$ cat src/rtl/zoned_bitclock_pkg.sv
package zoned_bitclock_pkg;

  // Strobes passed from the cell timer (control) to the bit shaper (datapath).
  typedef struct packed {
    logic cellEnd;   // last tick of a cell elapsed, no resync on this edge
    logic fluxLoad;  // read-mode flux pulse accepted on this edge
    logic readMode;  // cells are following flux transitions
  } cellCtl_t;

endpackage

$ cat src/rtl/bitcell_timer.sv
module bitcell_timer
  import zoned_bitclock_pkg::*;
#(
  parameter int BASE_PERIOD = 13,
  parameter int ZONE_BITS   = 2
) (
  input  logic                 clk,
  input  logic                 rst,
  input  logic [ZONE_BITS-1:0] zoneSel,
  input  logic                 writeMode,
  input  logic                 fluxPulse,
  output cellCtl_t             ctl
);

  localparam int NUM_ZONES = 1 << ZONE_BITS;
  localparam int CNT_W     = $clog2(BASE_PERIOD + NUM_ZONES);

  // Cell length for each zone, one table entry per zone.
  logic [CNT_W-1:0] zoneLen [NUM_ZONES];
  for (genvar z = 0; z < NUM_ZONES; z++) begin : g_zone
    assign zoneLen[z] = CNT_W'(BASE_PERIOD + z);
  end

  logic [CNT_W-1:0] phase;
  logic [CNT_W-1:0] cellLen;
  logic [CNT_W-1:0] lastPhase;
  logic [CNT_W-1:0] midPhase;
  logic             atEnd;
  logic             fluxLoad;

  assign lastPhase = cellLen - 1'b1;
  assign midPhase  = cellLen >> 1;
  assign atEnd     = (phase == lastPhase);
  assign fluxLoad  = !writeMode && fluxPulse;

  // Phase counter. A flux reload has priority over the cell boundary.
  // The cell length is latched only in reset and at a boundary.
  always_ff @(posedge clk) begin
    if (rst) begin
      phase   <= '0;
      cellLen <= zoneLen[zoneSel];
    end else if (fluxLoad) begin
      phase   <= midPhase;
    end else if (atEnd) begin
      phase   <= '0;
      cellLen <= zoneLen[zoneSel];
    end else begin
      phase   <= phase + 1'b1;
    end
  end

  always_comb begin
    ctl.cellEnd  = atEnd && !fluxLoad && !rst;
    ctl.fluxLoad = fluxLoad && !rst;
    ctl.readMode = !writeMode;
  end

  assert_phase_in_cell_R1: assert property (@(posedge clk) disable iff (rst)
    phase < cellLen);

  assert_len_in_range_R1: assert property (@(posedge clk) disable iff (rst)
    (cellLen >= CNT_W'(BASE_PERIOD)) && (cellLen <= CNT_W'(BASE_PERIOD + NUM_ZONES - 1)));

  assert_len_holds_mid_cell_R6: assert property (@(posedge clk) disable iff (rst)
    !atEnd |=> $stable(cellLen));

  assert_flux_reload_mid_R3: assert property (@(posedge clk) disable iff (rst)
    fluxLoad |=> (phase == (cellLen >> 1)));

  assert_write_ignores_flux_R2: assert property (@(posedge clk) disable iff (rst)
    (writeMode && !atEnd) |=> (phase == $past(phase) + 1'b1));

endmodule

$ cat src/rtl/bitcell_shaper.sv
module bitcell_shaper
  import zoned_bitclock_pkg::*;
(
  input  logic     clk,
  input  logic     rst,
  input  cellCtl_t ctl,
  output logic     bitValid,
  output logic     bitValue
);

  logic oneSeen;

  // oneSeen records a transition in the current cell; it is cleared at each
  // reported boundary and held at zero in write mode.
  always_ff @(posedge clk) begin
    if (rst) begin
      oneSeen  <= 1'b0;
      bitValid <= 1'b0;
      bitValue <= 1'b0;
    end else begin
      bitValid <= ctl.cellEnd;
      if (ctl.cellEnd) begin
        bitValue <= ctl.readMode && oneSeen;
      end
      if (!ctl.readMode) begin
        oneSeen <= 1'b0;
      end else if (ctl.fluxLoad) begin
        oneSeen <= 1'b1;
      end else if (ctl.cellEnd) begin
        oneSeen <= 1'b0;
      end
    end
  end

  assert_strobe_single_R5: assert property (@(posedge clk) disable iff (rst)
    bitValid |=> !bitValid);

  assert_flux_defers_strobe_R5: assert property (@(posedge clk) disable iff (rst)
    ctl.fluxLoad |=> !bitValid);

  assert_write_zero_R2: assert property (@(posedge clk) disable iff (rst)
    (ctl.cellEnd && !ctl.readMode) |=> (bitValid && !bitValue));

  assert_reset_quiet_R7: assert property (@(posedge clk)
    rst |=> !bitValid);

endmodule

$ cat src/rtl/zoned_bitclock.sv
module zoned_bitclock
  import zoned_bitclock_pkg::*;
#(
  parameter int BASE_PERIOD = 13,
  parameter int ZONE_BITS   = 2
) (
  input  logic                 clk,
  input  logic                 rst,
  input  logic [ZONE_BITS-1:0] zoneSel,
  input  logic                 writeMode,
  input  logic                 fluxPulse,
  output logic                 bitValid,
  output logic                 bitValue
);

  cellCtl_t ctl;

  bitcell_timer #(
    .BASE_PERIOD(BASE_PERIOD),
    .ZONE_BITS  (ZONE_BITS)
  ) timer_i (
    .clk      (clk),
    .rst      (rst),
    .zoneSel  (zoneSel),
    .writeMode(writeMode),
    .fluxPulse(fluxPulse),
    .ctl      (ctl)
  );

  bitcell_shaper shaper_i (
    .clk     (clk),
    .rst     (rst),
    .ctl     (ctl),
    .bitValid(bitValid),
    .bitValue(bitValue)
  );

endmodule

$ cat config.mk
export PLATFORM = sky130hd
export DESIGN_NAME = zoned_bitclock
export DESIGN_NICKNAME = d
export VERILOG_FILES = /design/src/rtl/zoned_bitclock_pkg.sv /design/src/rtl/bitcell_timer.sv /design/src/rtl/bitcell_shaper.sv /design/src/rtl/zoned_bitclock.sv
export SDC_FILE = /design/constraint.sdc
export NUM_CORES = 1
export LEC_CHECK = 0
export BUFFER_PORTS_ARGS = -buffer_cell sky130_fd_sc_hd__buf_2
export CORE_MARGIN = 2
export CORE_UTILIZATION = 30
export DETAILED_ROUTE_END_ITERATION = 8
export GPL_TIMING_DRIVEN = 0
export MAX_ROUTING_LAYER = met4
export PLACE_DENSITY = 0.54
export SKIP_CTS_REPAIR_TIMING = 1
export SYNTH_ARGS = -nofsm -noshare
export SYNTH_HDL_FRONTEND = slang
export SYNTH_HIERARCHICAL = 1
export SYNTH_SLANG_ARGS = --single-unit
$ cat constraint.sdc
create_clock -name clk -period 4.6 [get_ports clk]
set_input_delay 0.23 -clock clk [delete_from_list [all_inputs] [get_ports clk]]
set_output_delay 0.23 -clock clk [all_outputs]
set_load 0.02 [all_outputs]
* Word level (Yosys, flattened, before mapping)
Cells that the tools add are included.
Operators by class: order comparisons 1, equal/unequal tests 2, muxes and demuxes 10, $add $sub $neg 2, reductions and logical operators 13, bitwise operators 1
Operator list (number):
- $mux 5 | 5
- $bmux 5 s2 | 1
- $mux 4 | 2
- $add 5x1->5 const B | 1
- $eq 5x5->1 | 1
- $logic_and 1x1->1 | 5
- $sub 5x1->5 const B | 1
- $reduce_bool 2->1 | 2
- $ge 3x3->1 const B | 1
- $logic_not 1->1 | 3
- $not 2->3 | 1
- $reduce_or 3->1 | 1
- $mux 1 | 2
- $ne 2x2->1 const B | 1
- $reduce_and 2->1 | 1
- $reduce_or 2->1 | 1
Word-level totals: output and inout port bits 2, register bits after elaboration 13, word-level logic and storage cells 35

* Depth between registers and ports, before layout
depth in word-level cells 7, depth in mapped cells 8, depth with buffers taken out 8

* Hierarchy
The synthesis kept the hierarchy.
By module, submodules not included:
- bitcell_timer | cells an instance 52, area each 531.8 um^2, seq. area each 220.2 um^2, instances 1
- bitcell_shaper | cells an instance 10, area each 102.6 um^2, seq. area each 60.1 um^2, instances 1

* Worst setup path before layout
Ideal clock, no wire load.
kind register to register, start point reg timer_i.cellLen[0], end point reg timer_i.cellLen[0] (enable), data required time 4.295 ns, path buffers 0, cell stages (with the launch flop) 8, setup slack 2.708 ns, data arrival time 1.586 ns, period minus slack after synthesis 1.892 ns, path through edfxtp_1 > inv_1 > ha_1 > ha_1 > xor2_1 > nand3_1 > nor3_2 > a21o_1
On the way: cells in the longest elaborated chain, start to end 4
Ends and longest elaborated chain:
- from (decl) | RTL line bitcell_timer.sv:25 | logic [CNT_W-1:0] cellLen;
- from (signal assigned) | RTL line bitcell_timer.sv:41 | cellLen <= zoneLen[zoneSel];
- from (signal assigned) | RTL line bitcell_timer.sv:46 | cellLen <= zoneLen[zoneSel];
- $sub 5x1->5 | RTL line bitcell_timer.sv:31 | assign lastPhase = cellLen - 1'b1;
- $eq 5x5->1 | RTL line bitcell_timer.sv:33 | assign atEnd = (phase == lastPhase);
- $reduce_bool 2->1 (no line)
- $reduce_and 2->1 (no line)
Every way passes these cells. A chain may end at the register's enable or synchronous reset.

==> impl_metrics.yaml <==
clock_network:
  cts_buffers: 3
  clkLatencyLatePin_ns: 0.26
  cts_tree: "yes"
  clkSinkCount: 12
  h-tree-depth: 1
  clk_pin_slew_worst_paths_ns: 0.07
  root_buffer: "clkbuf_4"
  clockBufferDepth: 2
hold_path:
  hold_path_end: "shaper_i/bitValue$_SDFFE_PP0P_"
  holdPathStages: 2
  hold_class: "in2reg"
  worstHoldStart: "rst"
grt:
  grt_max_degree: 7
  grt_pass1_wl_um: 1710
  antenna_found_initial: 0
  first_global_vias: 408
  grt_overflow: 0
  grt_use_total_pct: 9.85
synthesis:
  netlist_area_um2: 634
  ys_top_cells_by_count: "inv_1, dfxtp_1, ha_1"
  synth_warnings: 6
  synth-simple-area-share_pct: 14.8
  synth_top_family_by_area: "simple AND/OR/NAND/NOR gates"
  ys_ff_latch: 12
  synth-adder-area-share_pct: 13.8
  synth_compound_area_share_pct: 9.47
  netlist.area_leader.share_pct: 25.2
  synthArstFlopShare_pct: 0
  synth_top_cell_by_area: "dfxtp_1"
  synthDistinctLibCells: 20
  synth-seq-area-share_pct: 44.2
  synthTopCellsByArea: "dfxtp_1, edfxtp_1, ha_1, xor2_1, inv_1"
  synth.most_common_cell: "inv_1"
  post_synth.cell_area_avg_um2: 10.2
  synth_edf_count: 4
  synthFlopType: "dfxtp_1"
  muxShareOfSynthArea_pct: 0
  synthesis.nets: 75
  syn_inst: 62
  synth_xor_area_share_pct: 12.4
layout:
  stdcell_count: 99
  drive_above_1_share_pct: 16.7
  antennaDiodeCount: 0
  fin_nets: 87
  areaGrowthSynthToFinish_pct: 14.4
sta:
  slew_viol_final: 0
  finalHoldViolCount: 0
  setup_violations: 0
  fin_crit_ns: 2.19
  clock_skew_ns: 0.00306
  slew_headroom_pct: 60.3
  clock.fmax_mhz: 457
  fin_ws_ns: 2.41
  fin_tns_setup_ns: 0
  rsz0062_at_grt: "no"
  tightest_slew_ns: 0.591
  min_period_over_period_pct: 47.5
floorplanning:
  dieArea_um2: 2500
  core_um2: 1980
  die_y_um: 50.0
  row_count: 16
  io_pins: 8
  start_util_pct: 32.0
  die_x_um: 50.0
detailed_routing:
  ant_nets: 0
  wl_per_cell_um: 10.3
  wl_um: 1020
  vias: 434
  first_iter_violations: 4
  drc: 0
  first_pass_iters: 3
  vias_per_cell: 4.38
critical_path:
  reg2reg_depth: 8
  criticalPathCategory: "reg2reg"
  cp_max_fo: 4
  start_kind: "flop"
  required_ns: 4.76
  r2r-start: "timer_i/cellLen[0]$_DFFE_PP_"
  end_kind: "flop"
  r2r-end: "shaper_i/oneSeen$_SDFFE_PP0P_"
  rrSetupSlack_ns: 2.41
  arrival_ns: 2.35
power_and_ir_drop:
  power_density_nw_per_um2: 298
  p_leak_nw: 0.343
  ir_worst_vdd_mv: 0.117
placement:
  port_buffers: 7
  dp_cells: 96
  pre_cts_ws_ns: 2.40
  place.gp.congestion: 0.788
  dp_hpwl_um: 807
flow_run:
  maxCapViolCount: 0
status:
  status: "completed"
placed cells by master, fill, tap and decap left out:
master and n:
o31ai_1 4, nand2b_1 3, nor2b_1 2, nor3_2 1, xor2_1 6, nand3_1 4
clkbuf_4 3, buf_2 7, edfxtp_1 4, nor4_1 1, o211a_1 1, a21oi_1 1
ha_1 7, or2_2 1, xnor2_1 3, inv_1 9, nor2_1 1, o21bai_1 1
nor3_1 1, a21o_1 1, dfxtp_1 8, nand2_1 3
registers in the layout, indices dropped and copies added, names as in the netlist:
| name | flops |
|---|---|
| shaper_i/oneSeen | 1 |
| shaper_i/bitValue | 1 |
| timer_i/cellLen | 4 |
| shaper_i/bitValid | 1 |
| timer_i/phase | 5 |
through the flow:
stage	util, %	instance area (um2)	hold slack, ns	power [mW]
finish	36.6	726	0.185	0.216
global placement	35.5	703	0.458	0.155
CTS	36.6	726	0.173	0.221
floorplan	-	634	0.299	0.147
detailed placement	35.5	703	0.458	0.157
global route	36.6	726	0.182	0.231
routing by layer:
| layer | part of all wire (%) | track usage (%) | vias up |
|---|---|---|---|
| met1 | 51 | 12.6 | 200 |
| met3 | 2.3 | 1.82 | 2 |
| li1 | - | - | 229 |
| met5 | 0 | - | - |
| met2 | 46 | 13.8 | 3 |
| met4 | 0.88 | 6.94 | 0 |
cell families after synthesis:
group,count (synthesis)
compound gates,8
xor+xnor,9
fa+ha+maj,7
buf+inv,9
flops,12
simple gates,17
worst max-delay path: stages (launching register included):
cell and delay (ns):
edfxtp_1 0.41, inv_1 0.06, ha_1 0.20, ha_1 0.28, xor2_1 0.15, nand3_1 0.13
nor4_1 0.53, nor2b_1 0.10, o211a_1 0.22
how the worst max path moves through the flow:
stage / from / end / slack [ns] / cells after the start
after global routing: timer_i/cellLen[0]$_DFFE_PP_ / shaper_i/bitValue$_SDFFE_PP0P_ / 2.13 / 8
after detailed placement: timer_i/cellLen[0]$_DFFE_PP_ / shaper_i/oneSeen$_SDFFE_PP0P_ / 2.40 / 8
after CTS: timer_i/cellLen[0]$_DFFE_PP_ / shaper_i/oneSeen$_SDFFE_PP0P_ / 2.39 / 8
after floorplan: timer_i/cellLen[0]$_DFFE_PP_ / timer_i/cellLen[0]$_DFFE_PP_ / 2.71 / 7
after global placement: timer_i/cellLen[0]$_DFFE_PP_ / shaper_i/oneSeen$_SDFFE_PP0P_ / 2.46 / 8
final: timer_i/cellLen[0]$_DFFE_PP_ / shaper_i/oneSeen$_SDFFE_PP0P_ / 2.41 / 8
area by class of cell:
class | count | area, um2
fillers | 213 | 1260
multi-input cells | 41 | 320
flip-flops and latches | 12 | 280
repair buffers | 7 | 35.0
inverters | 9 | 33.8
well taps | 27 | 33.8
clock buffers | 3 | 22.5
power breakdown:
part / leakage, nW / internal [mW] / switching, mW / total (mW)
Combinational: 0.225 / 0.0143 / 0.0162 / 0.0304
Clock: 0.0138 / 0.0302 / 0.0319 / 0.0621
Sequential: 0.104 / 0.117 / 0.00672 / 0.123
Note: power is estimated with default switching activity, not from simulation.
